<file path="src/rtl/hsmon_pkg.sv">
package hsmon_pkg;

    typedef enum logic [1:0] {
        ST_GUARD = 2'd0,
        ST_IDLE  = 2'd1,
        ST_STALL = 2'd2
    } hs_state_e;

    localparam int ERR_DROP = 0;
    localparam int ERR_CHG  = 1;
    localparam int ERR_RST  = 2;
    localparam int N_ERR    = 3;

endpackage

</file>
<file path="src/rtl/hsmon_fsm.sv">
module hsmon_fsm
    import hsmon_pkg::*;
#(
    parameter int PAY_W = 8
) (
    input  logic             clk,
    input  logic             rst_n,
    input  logic             vld,
    input  logic             rdy,
    input  logic [PAY_W-1:0] payload,
    output hs_state_e        state,
    output logic [N_ERR-1:0] det,
    output logic             hit
);

    hs_state_e        nxt;
    logic [PAY_W-1:0] held;
    logic             vld_in_rst;

    // state register
    always_ff @(posedge clk) begin
        if (!rst_n) state <= ST_GUARD;
        else        state <= nxt;
    end

    // payload snapshot on stall entry; valid sampled on reset edges
    always_ff @(posedge clk) begin
        if (!rst_n) begin
            vld_in_rst <= vld;
            held       <= '0;
        end else if (state == ST_IDLE && vld && !rdy) begin
            held <= payload;
        end
    end

    // next state and event detection
    always_comb begin
        nxt = state;
        det = '0;
        hit = 1'b0;
        unique case (state)
            ST_GUARD: begin
                det[ERR_RST] = vld_in_rst | vld;
                nxt          = ST_IDLE;
            end
            ST_IDLE: begin
                if (vld) begin
                    if (rdy) hit = 1'b1;
                    else     nxt = ST_STALL;
                end
            end
            ST_STALL: begin
                if (!vld) begin
                    det[ERR_DROP] = 1'b1;
                    nxt           = ST_IDLE;
                end else begin
                    det[ERR_CHG] = (payload != held);
                    if (rdy) begin
                        hit = 1'b1;
                        nxt = ST_IDLE;
                    end
                end
            end
            default: nxt = ST_GUARD;
        endcase
    end

endmodule

</file>
<file path="src/rtl/hsmon_sticky.sv">
module hsmon_sticky #(
    parameter int N = 3
) (
    input  logic         clk,
    input  logic         rst_n,
    input  logic [N-1:0] det,
    output logic [N-1:0] flags,
    output logic [N-1:0] first
);

    for (genvar g = 0; g < N; g++) begin : g_bit
        always_ff @(posedge clk) begin
            if (!rst_n) begin
                flags[g] <= 1'b0;
                first[g] <= 1'b0;
            end else begin
                flags[g] <= flags[g] | det[g];
                first[g] <= det[g] & ~flags[g];
            end
        end

        p_sticky_r7: assert property (@(posedge clk) disable iff (!rst_n)
            flags[g] |=> flags[g]);

        p_pulse_once_r7: assert property (@(posedge clk) disable iff (!rst_n)
            first[g] |=> !first[g]);
    end

endmodule

</file>
<file path="src/rtl/hsmon_counter.sv">
module hsmon_counter #(
    parameter int CNT_W = 16
) (
    input  logic             clk,
    input  logic             rst_n,
    input  logic             hit,
    output logic [CNT_W-1:0] count,
    output logic             pulse
);

    always_ff @(posedge clk) begin
        if (!rst_n) begin
            count <= '0;
            pulse <= 1'b0;
        end else begin
            pulse <= hit;
            if (hit) count <= count + 1'b1;
        end
    end

    p_count_step_r8: assert property (@(posedge clk) disable iff (!rst_n)
        pulse |-> count == CNT_W'($past(count) + 1'b1));

    p_count_hold_r2: assert property (@(posedge clk) disable iff (!rst_n)
        !pulse |-> $stable(count));

endmodule

</file>
<file path="src/rtl/hs_monitor.sv">
module hs_monitor
    import hsmon_pkg::*;
#(
    parameter int PAY_W = 8,
    parameter int CNT_W = 16
) (
    input  logic             clk,
    input  logic             rst_n,
    input  logic             vld,
    input  logic             rdy,
    input  logic [PAY_W-1:0] payload,
    output logic [2:0]       err_flags,
    output logic [2:0]       err_new,
    output logic             xfer_pulse,
    output logic [CNT_W-1:0] xfer_count
);

    hs_state_e        fsm_state;
    logic [N_ERR-1:0] det;
    logic             hit;

    hsmon_fsm #(.PAY_W(PAY_W)) u_fsm (
        .clk     (clk),
        .rst_n   (rst_n),
        .vld     (vld),
        .rdy     (rdy),
        .payload (payload),
        .state   (fsm_state),
        .det     (det),
        .hit     (hit)
    );

    hsmon_sticky #(.N(N_ERR)) u_sticky (
        .clk   (clk),
        .rst_n (rst_n),
        .det   (det),
        .flags (err_flags),
        .first (err_new)
    );

    hsmon_counter #(.CNT_W(CNT_W)) u_count (
        .clk   (clk),
        .rst_n (rst_n),
        .hit   (hit),
        .count (xfer_count),
        .pulse (xfer_pulse)
    );

    p_drop_r4: assert property (@(posedge clk) disable iff (!rst_n)
        (fsm_state == ST_STALL && !vld) |=> err_flags[ERR_DROP]);

    p_xfer_r2: assert property (@(posedge clk) disable iff (!rst_n)
        (fsm_state != ST_GUARD && vld && rdy) |=> xfer_pulse);

    p_idle_quiet_r3: assert property (@(posedge clk) disable iff (!rst_n)
        (fsm_state == ST_IDLE) |=> (!err_new[ERR_DROP] && !err_new[ERR_CHG]));

    p_stall_entry_r5: assert property (@(posedge clk) disable iff (!rst_n)
        (fsm_state == ST_IDLE && vld && !rdy) |=> !err_new[ERR_CHG]);

endmodule

</file>
<file path="config.mk">
export PLATFORM = sky130hd
export DESIGN_NAME = hs_monitor
export DESIGN_NICKNAME = d
export VERILOG_FILES = /design/src/rtl/hsmon_pkg.sv /design/src/rtl/hsmon_fsm.sv /design/src/rtl/hsmon_sticky.sv /design/src/rtl/hsmon_counter.sv /design/src/rtl/hs_monitor.sv
export SDC_FILE = /design/constraint.sdc
export NUM_CORES = 1
export LEC_CHECK = 0
export BUFFER_PORTS_ARGS = -buffer_cell sky130_fd_sc_hd__buf_2
export CAP_MARGIN = 15
export CORE_ASPECT_RATIO = 1.2
export CORE_MARGIN = 2
export CORE_UTILIZATION = 33
export DETAILED_ROUTE_END_ITERATION = 6
export PLACE_DENSITY = 0.64
export SYNTH_ARGS = -nofsm -noshare
export SYNTH_HDL_FRONTEND = slang
export SYNTH_HIERARCHICAL = 1
export SYNTH_SLANG_ARGS = --single-unit
</file>
<file path="constraint.sdc">
create_clock -name clk -period 2.8 [get_ports clk]
set_clock_uncertainty 0.2 [all_clocks]
set_input_delay 0.56 -clock clk [delete_from_list [all_inputs] [get_ports clk]]
set_output_delay 0.56 -clock clk [all_outputs]
set_load 0.005 [all_outputs]
</file>
After elaboration in Yosys (flattened, before gate mapping):

Index checks and enable logic that the tools add are counted.

* bitwise operators: 10
* muxes and demuxes: 12
* reductions and logical operators: 6
* add/sub/neg operators: 1
* equality and inequality tests: 6

Operators by type and width (number)
* adder 16 x 1 -> 16 bit (second input constant): 1
* two-way mux 2 bit: 5
* != test 8 bit: 1
* two-way mux 1 bit: 6
* case mux 2 bit (3 select lines): 1
* != test 2 bit (second input constant): 2
* OR 1 bit: 4
* AND 1 bit: 3
* != test 3 bit (second input constant): 1
* inverter 1 bit: 3
* AND reduction 3 bit: 1
* == test 2 x 1 -> 1 bit (second input constant): 1
* == test 2 bit (second input constant): 1
* logical AND 1 bit: 2
* zero test 2 bit: 1
* OR reduction 2 bit: 1
* zero test 1 bit: 1

* output and inout bits: 23
* flip-flop bits (word level): 34
* bits of input ports: 12
* logic and storage cells: 46

Logic depth before layout (Yosys ltp):

* depth after elaboration: 4
* mapped depth: 8
* gate-level depth less buffers: 7

Hierarchy:

The synthesis kept the hierarchy.

By module, submodules not included
* hsmon_counter: cells each 86, sequential area each 340.3 sq um, area an instance 785.8 sq um, times used 1
* hsmon_fsm: cells each 61, sequential area each 230.2 sq um, area an instance 603.1 sq um, times used 1
* hsmon_sticky: cells each 12, sequential area each 120.1 sq um, area an instance 168.9 sq um, times used 1

Worst setup path before layout:

No wires, ideal clock.

* kind: reg2reg
* from: reg u_fsm.state[0]
* to: reg u_count.count[13]
* stages on the path, launching flop included: 9
* data required time: 2530 ps
* library setup time: 70 ps
* buffers on the path: 1
* setup slack: 582 ps
* clock period less this slack: 2218 ps
* arrival: 1948 ps
* cell sequence: dfxtp_1 inv_1 ha_1 and3_2 buf_2 nand4_4 nor4_4 or3b_1 a21oi_1

* longest elaborated chain between the ends: 3
* elaborated cells between the ends (all ways): 4
* those cells by class: 2 x eq/ne; 1 x mux; 1 x reduce/logical

Ends and longest elaborated chain
* start: declaration: RTL line hsmon_fsm.sv:11 `output hs_state_e state,`
* start signal: assignment: RTL line hsmon_fsm.sv:23 `else state <= nxt;`
* == test 2 bit / == test 2 x 1 -> 1 bit (equally long branches): RTL line hsmon_fsm.sv:41 `unique case (state)`
* OR reduction 2 bit (no source line) *
* two-way mux 1 bit *
* net hit: RTL line hs_monitor.sv:20 `logic hit;`
* end signal: assignment: RTL line hsmon_counter.sv:17 `if (hit) count <= count + 1'b1;`
* end: declaration: RTL line hsmon_counter.sv:7 `output logic [CNT_W-1:0] count,`

The timed path passes the listed nets; every way through them passes the cells marked *.
A chain may end at the register's enable or synchronous reset.

Worst setup path after layout:

Ends and elaborated chain as after synthesis.

==> run metrics <==
Initial Util=about a third; Sink Count=34; met1 Use GR=about an eighth; cell taking the most area after synthesis=dfxtp_1; CP Class=flop to flop; share of the clock period used by the worst path=82.9%; DR vias/cell=about 4.6; combinational power share=18.8%; Net Sw Power=0.000310 W; Synth cell types=35; met3 GRT Util=5.24%; synthesized flop and latch total=34; clock tree buffer depth=2; Register Area=691 µm²; GRT Total Usage=11.9%; FF-to-FF path depth=7; fill count=~470; GPL Wtd Cong=0.715; Hold Vio Cnt, Final=0; Place WS=0.496 ns; hold path depth=1; CTS resizes=0; normalized max-slew margin=65.2%; Most used DFF post-synth=dfxtp_1; hold wc startpoint=u_sticky/flags[0]; Leak=0.897 nW; Hold EP=u_sticky/flags[0]; sequential power share=between 40% and 50%; gr busiest metal=met2; RSZ-0062 raised after global routing=no; htree depth=2; Netlist Area Pre-Place=0.00156 mm²; post-synthesis xor/xnor area fraction=10.1%; minimum clock period=2.32 ns; most frequent cell after synthesis=dfxtp_1; CP required=2.81 ns; input/output buffers=34; root cell of the clock tree=clkbuf_8; GR Util met2=19.7%; CP Max Fanout=8; initial antenna violation count=0; P_int=approximately 0.00083 W; Die Y=79.3 µm; GR Overflow Total=0; Post-synth EDFFs=1; Setup-failing EPs final=0; main combinational cell family by area after synthesis=simple AND/OR/NAND/NOR gates; Area Overhead vs Synth=20.1%; status=complete, no violations; HPWL after DPL=2130 µm; pin count of the biggest net entering global routing=16; Least-Margin Pin Slew=between 0.5 and 0.6 ns; latest clock arrival within the worst-skew pair=0.28 ns; R2R Path End=u_count/count[13]; sequential share of the synthesized area=between 40 and 50%; Area contributors post-synth=dfxtp_1 (42%), mux2i_1 (9.0%), xor2_1 (6.7%); Placement Rows=27; Clock power frac=32.1%; switching share of power=27.1%; Synth Area in Compound Gates=3.78%; Post-Synth Adder-Cell Area=4.82%; IO Count=35; nets=213; post-CTS setup buffers=0; Inserted Diodes=0; max-cap viol count=0; Die Area=0.00529 mm²; drt first pass iters=4; core area=0.00456 mm²; Residual DRC=0; CTS tree=yes; Max Fclk=431 MHz; syn_nets=177; Total Power=0.00114 W; via count=1175; Slew Limit Fails=0; mux contribution to synthesized area=9.88%; Worst Setup End Kind=flop; pwr dens=611 mW/mm²; Post-Synthesis Cells=roughly 160; CP arrival=between 2 and 2.5 ns; 1st-iter DRT viols=74; Hold WC Path Type=flop to flop; first-pass GRT wire length=4730 µm; Simple-Gate Fraction of Synth Area=between 20 and 25%; Avg Cell Area, Syn=9.80 µm²; Post-synth top cells=dfxtp_1 (33), nor2_1 (24), mux2i_1 (14); R2R Setup Slk=approximately 0.48 ns; Setup TNS=0 ns; area of the multi-input gates=a little over 800 µm²; Ys Warns=6; vias in the first global route=1113; Hold Buf Count CTS=0; Max VDD drop=0.366 mV; clk slew on worst S/H paths=0.06 ns; Post-DRT Antenna Nets=0; asr flop ratio synth=0%; width of the die=66.7 µm; Num CTS Buffers=5; worst setup margin=0.480 ns; Reg-to-Reg Start=u_fsm/state[0]; type of origin of the critical path=flop; share of the synthesized area in the top cell type=between 40% and 50%; Detailed Route WL=2850 µm; routed len/inst=between 10 and 15 µm; layout cells sized above 1=25.5%
==> layer usage <==
layer / routed length, µm / up-vias / share of wire (%)
met1: 1220 / 537 / 43
li1: - / 604 / -
met2: 1380 / 29 / 48
met5: 0 / - / 0
met3: 200 / 5 / 7.0
met4: 53 / 0 / 1.9
==> cells by family (layout without fill, tap and decap cells) <==
group           Yosys count  in the layout
simple gates             65             65
compound gates            9              9
flops                    34             34
fa+ha+maj                 6              6
mux                      15             15
buf+inv                  12             49
xor+xnor                 18             18
==> power groups by stage <==
stage | registers, W | clock network, W | logic [W]
2_1_floorplan | 0.000569 | 0 | 0.000159
3_3_place_gp | 0.000570 | 0 | 0.000217
3_5_place_dp | 0.000573 | 0 | 0.000217
4_1_cts | 0.000562 | 0.000386 | 0.000219
5_1_grt | 0.000566 | 0.000406 | 0.000246
6_report | 0.000561 | 0.000366 | 0.000215
==> layout by cell type (no fill, tap or decap), drive strengths merged, types with 2 or more instances in the layout <==
cell,netlist,layout
dfxtp,33,33
nand3,3,3
nor3,3,3
and3,2,2
ha,6,6
xor2,12,12
nand2b,3,3
nor2,24,24
buf,2,34
nand4,3,3
a21oi,3,3
nand2,11,11
and3b,3,3
nor4,6,6
mux2i,15,15
clkbuf,3,7
xnor2,6,6
o21a,4,4
inv,7,7
==> critical path, cell delays in order, from the launching register on <==
cell and delay (ns):
dfxtp_1 0.41, inv_1 0.09, ha_1 0.27, and3_2 0.28, nand4_4 0.18, nor4_4 0.32
or3b_1 0.37, a21oi_1 0.14
==> worst max-delay path by stage <==
stage                               from                 to  slack, ns  cells after the start
after floorplan           u_fsm/state[0]  u_count/count[13]       0.58                      8
after CTS                 u_fsm/state[0]  u_count/count[13]       0.47                      7
final                     u_fsm/state[0]  u_count/count[13]       0.48                      7
after global placement               vld  u_count/count[13]       0.54                      6
after global routing      u_fsm/state[0]  u_count/count[13]       0.33                      7
after detailed placement  u_fsm/state[0]  u_count/count[13]       0.50                      7
==> layout make-up <==
class / count / share of cell area [%]
timing repair buffer: 34 / 9.10
multi-input combinational: 113 / 43.8
sequential: 34 / 36.9
clock buffer: 7 / 4.62
tap: 58 / 3.88
clock inverter: 1 / 0.268
inverter: 7 / 1.40
==> stage by stage <==
step	instance area, µm²	std cells	utilization, %	hold slack [ns]
after global placement	1780	246	39.0	0.245
after global routing	1870	254	41.0	0.291
after CTS	1870	254	41.0	0.271
after floorplan	1560	159	-	0.259
after detailed placement	1780	246	39.0	0.255
final	1870	254	41.0	0.267
==> registers in the layout, indices dropped and copies added (netlist names) <==
register,flops
u_count/count,16
u_count/pulse,1
u_fsm/held,8
u_fsm/state,2
u_fsm/vld_in_rst,1
u_sticky/first,3
u_sticky/flags,3
Power figures use the tool's default switching activity.
